## src/rtl/tfp_pkg.sv

```systemverilog
// Package: shared widths, field positions and entry types for the
// tagged byte queue pair. Assumes 8-bit payloads and a 32-bit register word.
package tfp_pkg;
    localparam int FIFO_DEPTH   = 64;
    localparam int BYTE_W       = 8;
    localparam int STAT_W       = 2;
    localparam int WORD_W       = 32;

    // transmit write word
    localparam int TX_TAG_BIT   = 31;
    // receive read word
    localparam int RX_STAT_LSB  = 30;
    localparam int RX_ERR_BIT   = 29;
    // control word
    localparam int CW_RXFL_BIT  = 31;
    localparam int CW_TXFL_BIT  = 30;
    localparam int CW_OCC_LSB   = 16;
    localparam int CW_OCC_W     = 7;
    localparam int CW_THR_LSB   = 8;
    localparam int CW_THR_W     = 6;

    typedef struct packed {
        logic              last;
        logic [BYTE_W-1:0] data;
    } tx_entry_t;

    typedef struct packed {
        logic [STAT_W-1:0] status;
        logic              err;
        logic [BYTE_W-1:0] data;
    } rx_entry_t;
endpackage

```

## src/rtl/tfp_fifo.sv

```systemverilog
// Module: tfp_fifo
// Synchronous single-clock queue with a flush input. Push to a full queue
// and pop from an empty queue are ignored. Flush clears pointers and count
// at the clock edge and overrides any push or pop in that cycle.
// Assumes: DEPTH >= 2; the head output is only meaningful when not empty.
module tfp_fifo #(
    parameter int ENTRY_W = 9,
    parameter int DEPTH   = 64,
    localparam int AW     = $clog2(DEPTH),
    localparam int CW     = $clog2(DEPTH + 1)
) (
    input  logic               clk,
    input  logic               rst_n,
    input  logic               flush,
    input  logic               push,
    input  logic [ENTRY_W-1:0] push_data,
    input  logic               pop,
    output logic [ENTRY_W-1:0] head,
    output logic [CW-1:0]      count,
    output logic               full,
    output logic               empty
);
    localparam logic [AW-1:0] LAST_IDX = AW'(DEPTH - 1);
    localparam logic [CW-1:0] FULL_CNT = CW'(DEPTH);

    logic [ENTRY_W-1:0] mem [DEPTH];
    logic [AW-1:0]      wptr;
    logic [AW-1:0]      rptr;
    logic               push_ok;
    logic               pop_ok;

    // Purpose: qualify requests against the current occupancy.
    always_comb begin
        full    = (count == FULL_CNT);
        empty   = (count == '0);
        push_ok = push && !full;
        pop_ok  = pop && !empty;
        head    = mem[rptr];
    end

    // Purpose: store an accepted entry at the write pointer.
    always_ff @(posedge clk) begin
        if (push_ok && !flush) begin
            mem[wptr] <= push_data;
        end
    end

    // Purpose: advance pointers and occupancy, with flush taking priority.
    always_ff @(posedge clk) begin
        if (!rst_n || flush) begin
            wptr  <= '0;
            rptr  <= '0;
            count <= '0;
        end else begin
            if (push_ok) begin
                wptr <= (wptr == LAST_IDX) ? '0 : wptr + 1'b1;
            end
            if (pop_ok) begin
                rptr <= (rptr == LAST_IDX) ? '0 : rptr + 1'b1;
            end
            case ({push_ok, pop_ok})
                2'b10:   count <= count + 1'b1;
                2'b01:   count <= count - 1'b1;
                default: count <= count;
            endcase
        end
    end

    // occupancy never exceeds the depth
    assert_no_overflow_R7: assert property (@(posedge clk) disable iff (!rst_n)
        count <= FULL_CNT);

    // a flush leaves the queue empty at the next edge
    assert_flush_clears_R4: assert property (@(posedge clk) disable iff (!rst_n)
        flush |=> (count == '0) && (wptr == rptr));

    // a push into a full queue with no pop changes nothing
    assert_full_drop_R8: assert property (@(posedge clk) disable iff (!rst_n)
        (push && full && !pop && !flush) |=> $stable(wptr) && $stable(count));

    // a pop from an empty queue with no push changes nothing
    assert_empty_pop_R8: assert property (@(posedge clk) disable iff (!rst_n)
        (pop && empty && !push && !flush) |=> $stable(rptr) && (count == '0));
endmodule

```

## src/rtl/tfp_ctrl.sv

```systemverilog
// Module: tfp_ctrl
// Control word decode: turns flush bits into single-cycle pulses, holds the
// receive threshold, compares it with the receive occupancy and formats the
// control read word. Assumes the occupancy fits the 7-bit read field.
module tfp_ctrl #(
    parameter int CNT_W = 7
) (
    input  logic                            clk,
    input  logic                            rst_n,
    input  logic                            wr_en,
    input  logic [tfp_pkg::WORD_W-1:0]      wr_word,
    input  logic [CNT_W-1:0]                rx_count,
    output logic                            flush_rx,
    output logic                            flush_tx,
    output logic                            rx_thresh,
    output logic [tfp_pkg::WORD_W-1:0]      rd_word
);
    import tfp_pkg::*;

    logic [CW_THR_W-1:0] thr_q;

    // Purpose: derive self-clearing flush pulses from the write strobe.
    always_comb begin
        flush_rx = wr_en && wr_word[CW_RXFL_BIT];
        flush_tx = wr_en && wr_word[CW_TXFL_BIT];
    end

    // Purpose: hold the programmed receive threshold.
    always_ff @(posedge clk) begin
        if (!rst_n) begin
            thr_q <= '0;
        end else if (wr_en) begin
            thr_q <= wr_word[CW_THR_LSB +: CW_THR_W];
        end
    end

    // Purpose: compare occupancy with the threshold and build the read word.
    always_comb begin
        rx_thresh = (rx_count >= CNT_W'(thr_q));
        rd_word   = '0;
        rd_word[CW_OCC_LSB +: CW_OCC_W] = CW_OCC_W'(rx_count);
        rd_word[CW_THR_LSB +: CW_THR_W] = thr_q;
    end

    // an empty queue can only meet a zero threshold
    assert_thresh_empty_R6: assert property (@(posedge clk) disable iff (!rst_n)
        (rx_count == '0 && rx_thresh) |-> (rd_word[CW_THR_LSB +: CW_THR_W] == '0));

    // flush bits never read back as set
    assert_flush_reads_zero_R4: assert property (@(posedge clk) disable iff (!rst_n)
        rd_word[CW_RXFL_BIT] == 1'b0 && rd_word[CW_TXFL_BIT] == 1'b0);
endmodule

```

## src/rtl/tagged_byte_fifo_pair.sv

```systemverilog
// Module: tagged_byte_fifo_pair
// Top: transmit queue (byte + end tag) drained by the bus engine, receive
// queue (byte + status + checksum error) filled by the bus engine, and a
// shared control word. Assumes single-cycle register strobes and that a
// read word is sampled in the same cycle as its read strobe.
module tagged_byte_fifo_pair #(
    parameter int DEPTH = tfp_pkg::FIFO_DEPTH,
    localparam int CNT_W = $clog2(DEPTH + 1)
) (
    input  logic        clk,
    input  logic        rst_n,
    input  logic        tx_wr_en,
    input  logic [31:0] tx_wr_word,
    input  logic        rx_rd_en,
    output logic [31:0] rx_rd_word,
    input  logic        ctrl_wr_en,
    input  logic [31:0] ctrl_wr_word,
    output logic [31:0] ctrl_rd_word,
    input  logic        eng_tx_pop,
    output logic [7:0]  eng_tx_byte,
    output logic        eng_tx_last,
    output logic        eng_tx_avail,
    input  logic        eng_more,
    input  logic        eng_rx_push,
    input  logic [7:0]  eng_rx_byte,
    input  logic [1:0]  eng_rx_status,
    input  logic        eng_rx_err,
    output logic        tx_full,
    output logic        tx_empty,
    output logic        tx_underrun,
    output logic        rx_full,
    output logic        rx_empty,
    output logic        rx_thresh
);
    import tfp_pkg::*;

    localparam int TX_W = $bits(tx_entry_t);
    localparam int RX_W = $bits(rx_entry_t);

    tx_entry_t        tx_in;
    tx_entry_t        tx_head;
    rx_entry_t        rx_in;
    rx_entry_t        rx_head;
    logic [CNT_W-1:0] tx_count;
    logic [CNT_W-1:0] rx_count;
    logic             flush_rx;
    logic             flush_tx;
    logic             unused_bits;

    // Purpose: pack register and engine inputs into queue entries.
    always_comb begin
        tx_in.data    = tx_wr_word[BYTE_W-1:0];
        tx_in.last    = tx_wr_word[TX_TAG_BIT];
        rx_in.data    = eng_rx_byte;
        rx_in.status  = eng_rx_status;
        rx_in.err     = eng_rx_err;
    end

    assign unused_bits = ^{tx_wr_word[30:8], tx_count,
                           ctrl_wr_word[29:14], ctrl_wr_word[7:0]};

    tfp_fifo #(.ENTRY_W(TX_W), .DEPTH(DEPTH)) u_tx_q (
        .clk       (clk),
        .rst_n     (rst_n),
        .flush     (flush_tx),
        .push      (tx_wr_en),
        .push_data (tx_in),
        .pop       (eng_tx_pop),
        .head      (tx_head),
        .count     (tx_count),
        .full      (tx_full),
        .empty     (tx_empty)
    );

    tfp_fifo #(.ENTRY_W(RX_W), .DEPTH(DEPTH)) u_rx_q (
        .clk       (clk),
        .rst_n     (rst_n),
        .flush     (flush_rx),
        .push      (eng_rx_push),
        .push_data (rx_in),
        .pop       (rx_rd_en),
        .head      (rx_head),
        .count     (rx_count),
        .full      (rx_full),
        .empty     (rx_empty)
    );

    tfp_ctrl #(.CNT_W(CNT_W)) u_ctrl (
        .clk       (clk),
        .rst_n     (rst_n),
        .wr_en     (ctrl_wr_en),
        .wr_word   (ctrl_wr_word),
        .rx_count  (rx_count),
        .flush_rx  (flush_rx),
        .flush_tx  (flush_tx),
        .rx_thresh (rx_thresh),
        .rd_word   (ctrl_rd_word)
    );

    // Purpose: present the transmit head to the engine, zero when empty.
    always_comb begin
        eng_tx_avail = !tx_empty;
        eng_tx_byte  = tx_empty ? '0 : tx_head.data;
        eng_tx_last  = !tx_empty && tx_head.last;
        tx_underrun  = tx_empty && eng_more;
    end

    // Purpose: format the receive head as a register word, zero when empty.
    always_comb begin
        rx_rd_word = '0;
        if (!rx_empty) begin
            rx_rd_word[BYTE_W-1:0]               = rx_head.data;
            rx_rd_word[RX_ERR_BIT]               = rx_head.err;
            rx_rd_word[RX_STAT_LSB +: STAT_W]    = rx_head.status;
        end
    end

    // underrun only with an open message and nothing queued
    assert_underrun_R9: assert property (@(posedge clk) disable iff (!rst_n)
        tx_underrun |-> (eng_more && !eng_tx_avail));

    // full and empty are exclusive on both queues
    assert_flags_excl_R7: assert property (@(posedge clk) disable iff (!rst_n)
        !(rx_full && rx_empty) && !(tx_full && tx_empty));

    // reading an empty receive queue yields zero
    assert_empty_read_zero_R8: assert property (@(posedge clk) disable iff (!rst_n)
        rx_empty |-> (rx_rd_word == '0));
endmodule

```

## config.mk

```make
export PLATFORM = sky130hd
export DESIGN_NAME = tagged_byte_fifo_pair
export DESIGN_NICKNAME = d
export VERILOG_FILES = /design/src/rtl/tfp_pkg.sv /design/src/rtl/tfp_fifo.sv /design/src/rtl/tfp_ctrl.sv /design/src/rtl/tagged_byte_fifo_pair.sv
export SDC_FILE = /design/constraint.sdc
export NUM_CORES = 1
export LEC_CHECK = 0
export CAP_MARGIN = 25
export CORE_MARGIN = 2
export CORE_UTILIZATION = 40
export DETAILED_ROUTE_END_ITERATION = 7
export DONT_BUFFER_PORTS = 1
export SYNTH_ARGS = -nofsm -noshare
export SYNTH_HDL_FRONTEND = slang
export SYNTH_HIERARCHICAL = 1
export SYNTH_SLANG_ARGS = --single-unit
export TNS_END_PERCENT = 5
```

## constraint.sdc

```tcl
create_clock -name clk -period 8.5 [get_ports clk]
set_input_delay 2.55 -clock clk [delete_from_list [all_inputs] [get_ports clk]]
set_output_delay 2.55 -clock clk [all_outputs]
set_load 0.01 [all_outputs]
```

==> summary.md, run 1 <==
| Metric | Value |
|---|---|
| Hold EP | u_tx_q/count[6] |
| Nets | between 3000 and 4000 |
| Max-slew headroom | about a quarter |
| Sequential area share after synthesis | 74.1% |
| Initial antenna violation count | 1 |
| Hold Vio Cnt, Final | 0 |
| Yosys reg bits | roughly 1300 |
| Crit-path cells | buf_4 > inv_2 > and2_1 > a2111oi_0 > o32ai_1 > and3_1 > nor2b_1 |
| Die Span Y | 369 um |
| Worst slew pin tran | around 1100 ps |
| Final setup violation count | 0 |
| Top delay family on crit path | compound AO/OA/AOI/OAI gates |
| Layout area overhead | 12.0% |
| LEAKAGE | around 18 nW |
| First-pass GRT wire length | 184000 um |
| Global Route Usage Sum | between 10% and 20% |
| Die area | 0.136 mm^2 |
| Crit. End Element | output pin |
| Mapped cell area | between 0.05 and 0.06 mm^2 |
| Drt first pass iters | 8 |
| Syn Inst Count | 2808 |
| Total Negative Setup Slacks | 0 ps |
| Post-route ant nets | 0 |
| Root buffer cell | clkbuf_16 |
| Async SR Flop Fraction | 0% |
| Commonest non-fill, non-tap cell in the layout | edfxtp_1 |
| Number of global-route vias before repair | 27158 |
| DRC violations left | 0 |
| Core area | ~0.13 mm^2 |
| Status | completed |
| Vias/cell | roughly 5.7 |
| Starting Density | about two fifths |
| Clock Sinks | approximately 1300 |
| Crit Path Class | reg2out |
| RR Startpoint | u_tx_q/count[0] |
| DP HPWL | just under 80000 um |
| # rows | ~130 |
| RSZ-0062 raised after global routing | no |
| Min-Delay Path Depth | 2 |
| Peak supply drop | between 200 and 250 uV |
| Hold Crit Start | u_tx_q/count[6] |
| Final GP Congestion | around 0.85 |
| CP Launch Type | flip-flop |
| I/O Pins | about 160 |
| Reg2reg setup slack | 4710 ps |
| Fin. max-slew vios | 0 |
| Post-CTS setup buffers | 0 |
| Final WL | between 100000 and 150000 um |
| Clock slew at reported path FFs | about 60 ps |
| Avg WL per Cell | ~27 um |
| Fin crit share | 78.8% |
| Worst path slowest cell | dfxtp_4 |
| Fillers | around 11000 |
| Req. time, crit path | just under 6000 ps |
| Worst reg2reg endpoint | u_tx_q/mem[14][6] |
| GRT overflow | 0 |
| Power Density | about 260 mW/mm^2 |
| Chip width | 369 um |
| Largest net degree at the start of global routing | 69 |
| Type of the most critical hold path | reg2reg |
| Min cycle time layout | 6700 ps |
| Clock tree buffer depth | 3 |
| Share of layout cells above drive strength 1 | approximately a fifth |
| Clk Latency, worst-skew pair | between 700 and 800 ps |
| H-tree Lvls | 4 |
| Arr. time, crit path | 4150 ps |
| Commonest non-fill, non-tap cells in the layout | edfxtp_1 (1280), mux4_2 (265), nor2_1 (189) |
| Main flop type after synthesis | edfxtp_1 |
| Total power draw | ~16 mW |
| Number of DRC markers after the initial detailed-route iteration | between 2000 and 3000 |
| Netlist cell types | 76 |
| CTS resizes | 0 |
| Post-Route Skew | 24.8 ps |
| Total CTS buffers | about 140 |
| Slowest stage delay, CP | roughly 860 ps |
| R2R depth | 6 |
| Via count | between 20000 and 30000 |
| Max-Cap Viols | 0 |
| WP buf/inv | 2 |
| FMAX | roughly 150 MHz |
| CTS tree | yes |
| Number of flops mapped to enable cells by yosys | roughly 1300 |
| Port bufs | 0 |
| Mean Syn Cell Area | 19.0 um^2 |
| YS warnings | 6 |
| CTS Hold Bufs | 0 |
| Crit path max fanout | 32 |
-- how the worst max path moves through the flow --
stage / from / endpoint / slack, ps / cells past startpoint
floorplan: eng_more / tx_underrun / 3240 / 1
global placement: flip-flop / eng_tx_byte[6] / 2190 / 6
finish: flip-flop / rx_rd_word[5] / 1800 / 7
CTS: flip-flop / eng_tx_byte[6] / 1260 / 6
global route: flip-flop / rx_rd_word[5] / 1570 / 7
detailed placement: flip-flop / eng_tx_byte[6] / 2100 / 6
-- power breakdown --
part	internal (mW)	switching [mW]
combinational	1.04	1.38
sequential	7.27	0.146
clock	3.35	2.49
total	11.7	4.02
-- logic make-up (layout without fill, tap and decap cells) --
logic type / count (synthesis) / after routing / share of synthesized area (%)
buf+inv: 221 / 374 / 2.55
xor+xnor: 20 / 20 / 0.328
flops: 1336 / 1336 / 74.1
compound gates: 286 / 286 / 3.78
fa+ha+maj: 24 / 24 / 0.590
simple gates: 513 / 513 / 4.65
mux: 406 / 406 / 14.0
other cells: 2 / 41 / 0.0141
-- worst min-delay path: cells and delay by family, from the launching register on --
kind | cells | cell delay [ps]
flip-flops | 1 | 330
multiplexers | 1 | 50
AND/OR/NAND/NOR | 1 | 60
-- routing by layer --
layer	track usage [%]	up-vias	wire, um
met5	0	-	0
met4	7.35	0	4400
met1	24.7	14284	51400
li1	-	11469	-
met2	30.1	1062	62200
met3	3.46	231	8710
-- area by class of cell --
cell class / instances / area (um^2) / share of cell area, %
Sequential cell: 1336 / 39600 / 66.2
Multi-Input combinational cell: 1289 / 12600 / 21.1
Clock buffer: 177 / 3750 / 6.27
Tap cell: 1768 / 2210 / 3.70
Timing Repair Buffer: 100 / 921 / 1.54
Clock inverter: 69 / 624 / 1.04
Inverter: 28 / 105 / 0.176
Antenna cell: 1 / 2.50 / 0.00418
-- synth_stat cells, drive strengths merged (21+ instances only) --
cell	instances	area, um^2
nand2	101	379
mux4	268	6050
inv	28	105
buf	145	1070
nor2	191	719
clkbuf	48	180
o22ai	38	238
a21oi	47	235
nor3	21	110
mux2	48	541
ha	22	275
edfxtp	1280	38400
nor2b	79	494
a211oi	30	230
o21ai	26	130
mux2i	90	901
nand3	35	175
dfxtp	56	1120
a22oi	50	375
-- metrics by stage --
step | cell area (um^2) | worst slack, ps | utilization (%) | hold slack, ps | std cells
2_1_floorplan | 53500 | 3240 | - | 456 | 2846
3_5_place_dp | 55200 | 2100 | 41.5 | 485 | 4493
4_1_cts | 59600 | 1260 | 44.8 | 491 | 4739
6_report | 59800 | 1800 | 45.0 | 493 | 4768
5_1_grt | 59800 | 1570 | 45.0 | 533 | 4767
3_3_place_gp | 54900 | 2190 | 41.3 | 476 | 4461
-- registers in the layout, indices dropped and copies added, names as in the netlist, named ones only --
register and cells:
u_rx_q/mem 704, u_tx_q/mem 576, u_rx_q/count 7, u_tx_q/count 7, u_ctrl/thr_q 6, u_rx_q/rptr 6, u_rx_q/wptr 6, u_tx_q/rptr 6
u_tx_q/wptr 6
No activity file was read; power rests on OpenSTA's default activity.
==> run 2: changes to the inputs <==
Clock period 8.5 ns to 5.52 ns, I/O delays scaled along.
==> run 2 against run 1 <==
Net effect: clock power grew 54%; sequential power increased by 54%; sequential share of layout area shrank 0.67 points; via count rose by 0.56%; design area rose by 1.0%; first-iteration DRC count down 10%; combinational power rose by 61%; worst setup slack worse by 1700 ps; routed wire length increased by 0.19%.
==> summary.md, run 2 (synthesis gave the netlist of run 1 again) <==
| Metric | Value |
|---|---|
| Power Density | 402 mW/mm^2 (was 262 mW/mm^2) |
| Met3 global-route usage | 4.04% (was 3.46%) |
| Fin. max-slew vios | 0 (unchanged) |
| Post-route cell area | 0.0604 mm^2 (was 0.0598 mm^2) |
| Gr busiest metal | met2 (unchanged) |
| Top delay family on crit path | compound AO/OA/AOI/OAI gates (unchanged) |
| I/O Pins | 163 (unchanged) |
| Fin crit share | between 90 and 100% |
| Post-Route Skew | 24.3 ps (was 24.8 ps) |
| Crit path max fanout | 33 (was 32) |
| Root buffer cell | clkbuf_16 (unchanged) |
| Peak supply drop | 290 uV (was 243 uV) |
| Crit Path Class | reg2out (unchanged) |
| Final Util | 45.5% (was 45.0%) |
| Number of global-route vias before repair | 27662 (was 27158) |
| Commonest non-fill, non-tap cells in the layout | edfxtp_1 (1280), mux4_2 (265), nor2_1 (189) (unchanged) |
| Min-Delay Path Depth | 2 (unchanged) |
| Slowest stage delay, CP | 730 ps (was 860 ps) |
| Total CTS buffers | 142 (was 141) |
| Max reg flops | 704 (unchanged) |
| CTS tree | yes (unchanged) |
| Commonest non-fill, non-tap cell in the layout | edfxtp_1 (unchanged) |
| Global Route Usage Sum | 18.5% (about the same) |
| DP HPWL | 77900 um (was 77100 um) |
| Total Negative Setup Slacks | 0 ps (unchanged) |
| Worst path slowest cell | dfxtp_4 (unchanged) |
| Port bufs | 0 (unchanged) |
| Chip width | 369 um (unchanged) |
| Clk Latency, worst-skew pair | 750 ps (was 780 ps) |
| CTS Hold Bufs | 0 (unchanged) |
| Die Span Y | 369 um (unchanged) |
| Max-slew headroom | 34.2% (was 25.7%) |
| WP buf/inv | 1 (was 2) |
| Met2 Use GR | 30.3% (was 30.1%) |
| Type of the most critical hold path | reg2reg (unchanged) |
| Final setup violation count | 0 (unchanged) |
| Worst reg2reg endpoint | u_tx_q/mem[9][2] (was u_tx_q/mem[14][6]) |
| RSZ-0062 raised after global routing | no (unchanged) |
| Clock tree buffer depth | 3 (unchanged) |
| Layout area overhead | 13.2% (was 12.0%) |
| Avg WL per Cell | 26.1 um (was 26.6 um) |
| Vias/cell | 5.60 (was 5.67) |
| LEAKAGE | 18.6 nW (was 18.2 nW) |
| GRT overflow | 0 (unchanged) |
| Crit-path cells | buf_4 > mux4_2 > mux2i_1 > a211oi_1 > o221ai_1 > nand4_1 > nor2b_1 (was buf_4 > inv_2 > and2_1 > a2111oi_0 > o32ai_1 > and3_1 > nor2b_1) |
| Hold EP | u_tx_q/count[6] (unchanged) |
| DRC violations left | 0 (unchanged) |
| Worst slew pin tran | 984 ps (was 1110 ps) |
| Share of layout cells above drive strength 1 | 23.1% (was 21.1%) |
| Min cycle time layout | 5410 ps |
| Post-DP Area | 0.0559 mm^2 (was 0.0552 mm^2) |
| RR Startpoint | u_tx_q/count[0] (unchanged) |
| Core area | 0.133 mm^2 (unchanged) |
| Crit. End Element | output pin (unchanged) |
| # rows | 134 (unchanged) |
| Clock Sinks | 1336 (unchanged) |
| Final WL | 127000 um (about the same) |
| Starting Density | 40.2% (unchanged) |
| Clock slew at reported path FFs | 60 ps (about the same) |
| Reg2reg setup slack | 1840 ps (was 4710 ps) |
| Largest net degree at the start of global routing | 79 (was 69) |
| Final GP Congestion | 0.837 (was 0.845) |
| H-tree Lvls | 4 (unchanged) |
| Pre-CTS setup slack | 516 ps (was 2100 ps) |
| Initial antenna violation count | 1 (unchanged) |
| Hold Vio Cnt, Final | 0 (unchanged) |
| Max-Cap Viols | 0 (unchanged) |
| Die area | 0.136 mm^2 (unchanged) |
| Status | completed (unchanged) |
| FMAX | 185 MHz |
| Largest reg by FF count | u_rx_q/mem (unchanged) |
| Total power draw | 24.3 mW (was 15.7 mW) |
| Biggest regs | u_rx_q/mem (704), u_tx_q/mem (576) (unchanged) |
| Nets | 3082 (was 3003) |
| Hold Crit Start | u_tx_q/count[6] (unchanged) |
| Post-route ant nets | 0 (unchanged) |
| R2R depth | 6 (unchanged) |
| Final worst setup slack | 109 ps (was 1800 ps) |
| First-pass GRT wire length | 184000 um (about the same) |
| Routing usage on met1 | 24.1% (was 24.7%) |
| Via count | 27197 (was 27046) |
| CP Launch Type | flip-flop (unchanged) |
| Drt first pass iters | 6 (was 8) |
| Arr. time, crit path | 3750 ps (was 4150 ps) |
| Req. time, crit path | 3860 ps (was 5950 ps) |
| Number of DRC markers after the initial detailed-route iteration | 2537 (was 2827) |
==> run 2: power breakdown <==
group          switching [mW]  internal [mW]  leakage [nW]
logic                    2.21           1.70          4.53
registers               0.193           11.2          12.0
clock network            3.84           5.14          2.14
==> run 2: layout make-up <==
cell class | instances | area [um^2]
fill | 11134 | 72500
timing repair buffer | 178 | 1490
tap | 1768 | 2210
clock buffer | 186 | 3780
clock inverter | 73 | 624
sequential | 1336 | 39600
inverter | 28 | 105
antenna | 1 | 2.50
multi-input combinational | 1289 | 12600
==> run 2: per-layer routing <==
| metal | routed length [um] | vias up |
|---|---|---|
| met5 | 13 | - |
| met4 | 4140 | 2 |
| met3 | 8890 | 234 |
| met2 | 62700 | 1005 |
| met1 | 51100 | 14326 |
| li1 | - | 11630 |
==> run 2: through the flow <==
| step | cells | hold slack [ps] |
|---|---|---|
| 2_1_floorplan | 2846 | 456 |
| 3_5_place_dp | 4593 | 486 |
| 5_1_grt | 4858 | 522 |
| 3_3_place_gp | 4593 | 471 |
| 4_1_cts | 4853 | 496 |
| 6_report | 4859 | 490 |
==> run 2: worst register-to-register path: cells and delay by family (launching register included) <==
kind / cells / cell delay (ps)
AOI/OAI and AO/OA: 1 / 560
buffers and inverters: 1 / 300
DFF: 1 / 380
and+or+nand+nor: 4 / 2050
==> run 2: what timing repair did <==
item	in CTS	in global routing
setup buffers	1	1
endpoints found under the setup margin	9	3
resized for setup	1	2
pin swaps	0	0
==> run 2: worst max-delay path by stage <==
stage / to / cells after the start
2_1_floorplan: u_tx_q/count[6] / 9
3_3_place_gp: eng_tx_byte[4] / 8
3_5_place_dp: eng_tx_byte[4] / 8
4_1_cts: eng_tx_byte[0] / 7
5_1_grt: eng_tx_byte[0] / 7
6_report: eng_tx_byte[0] / 7
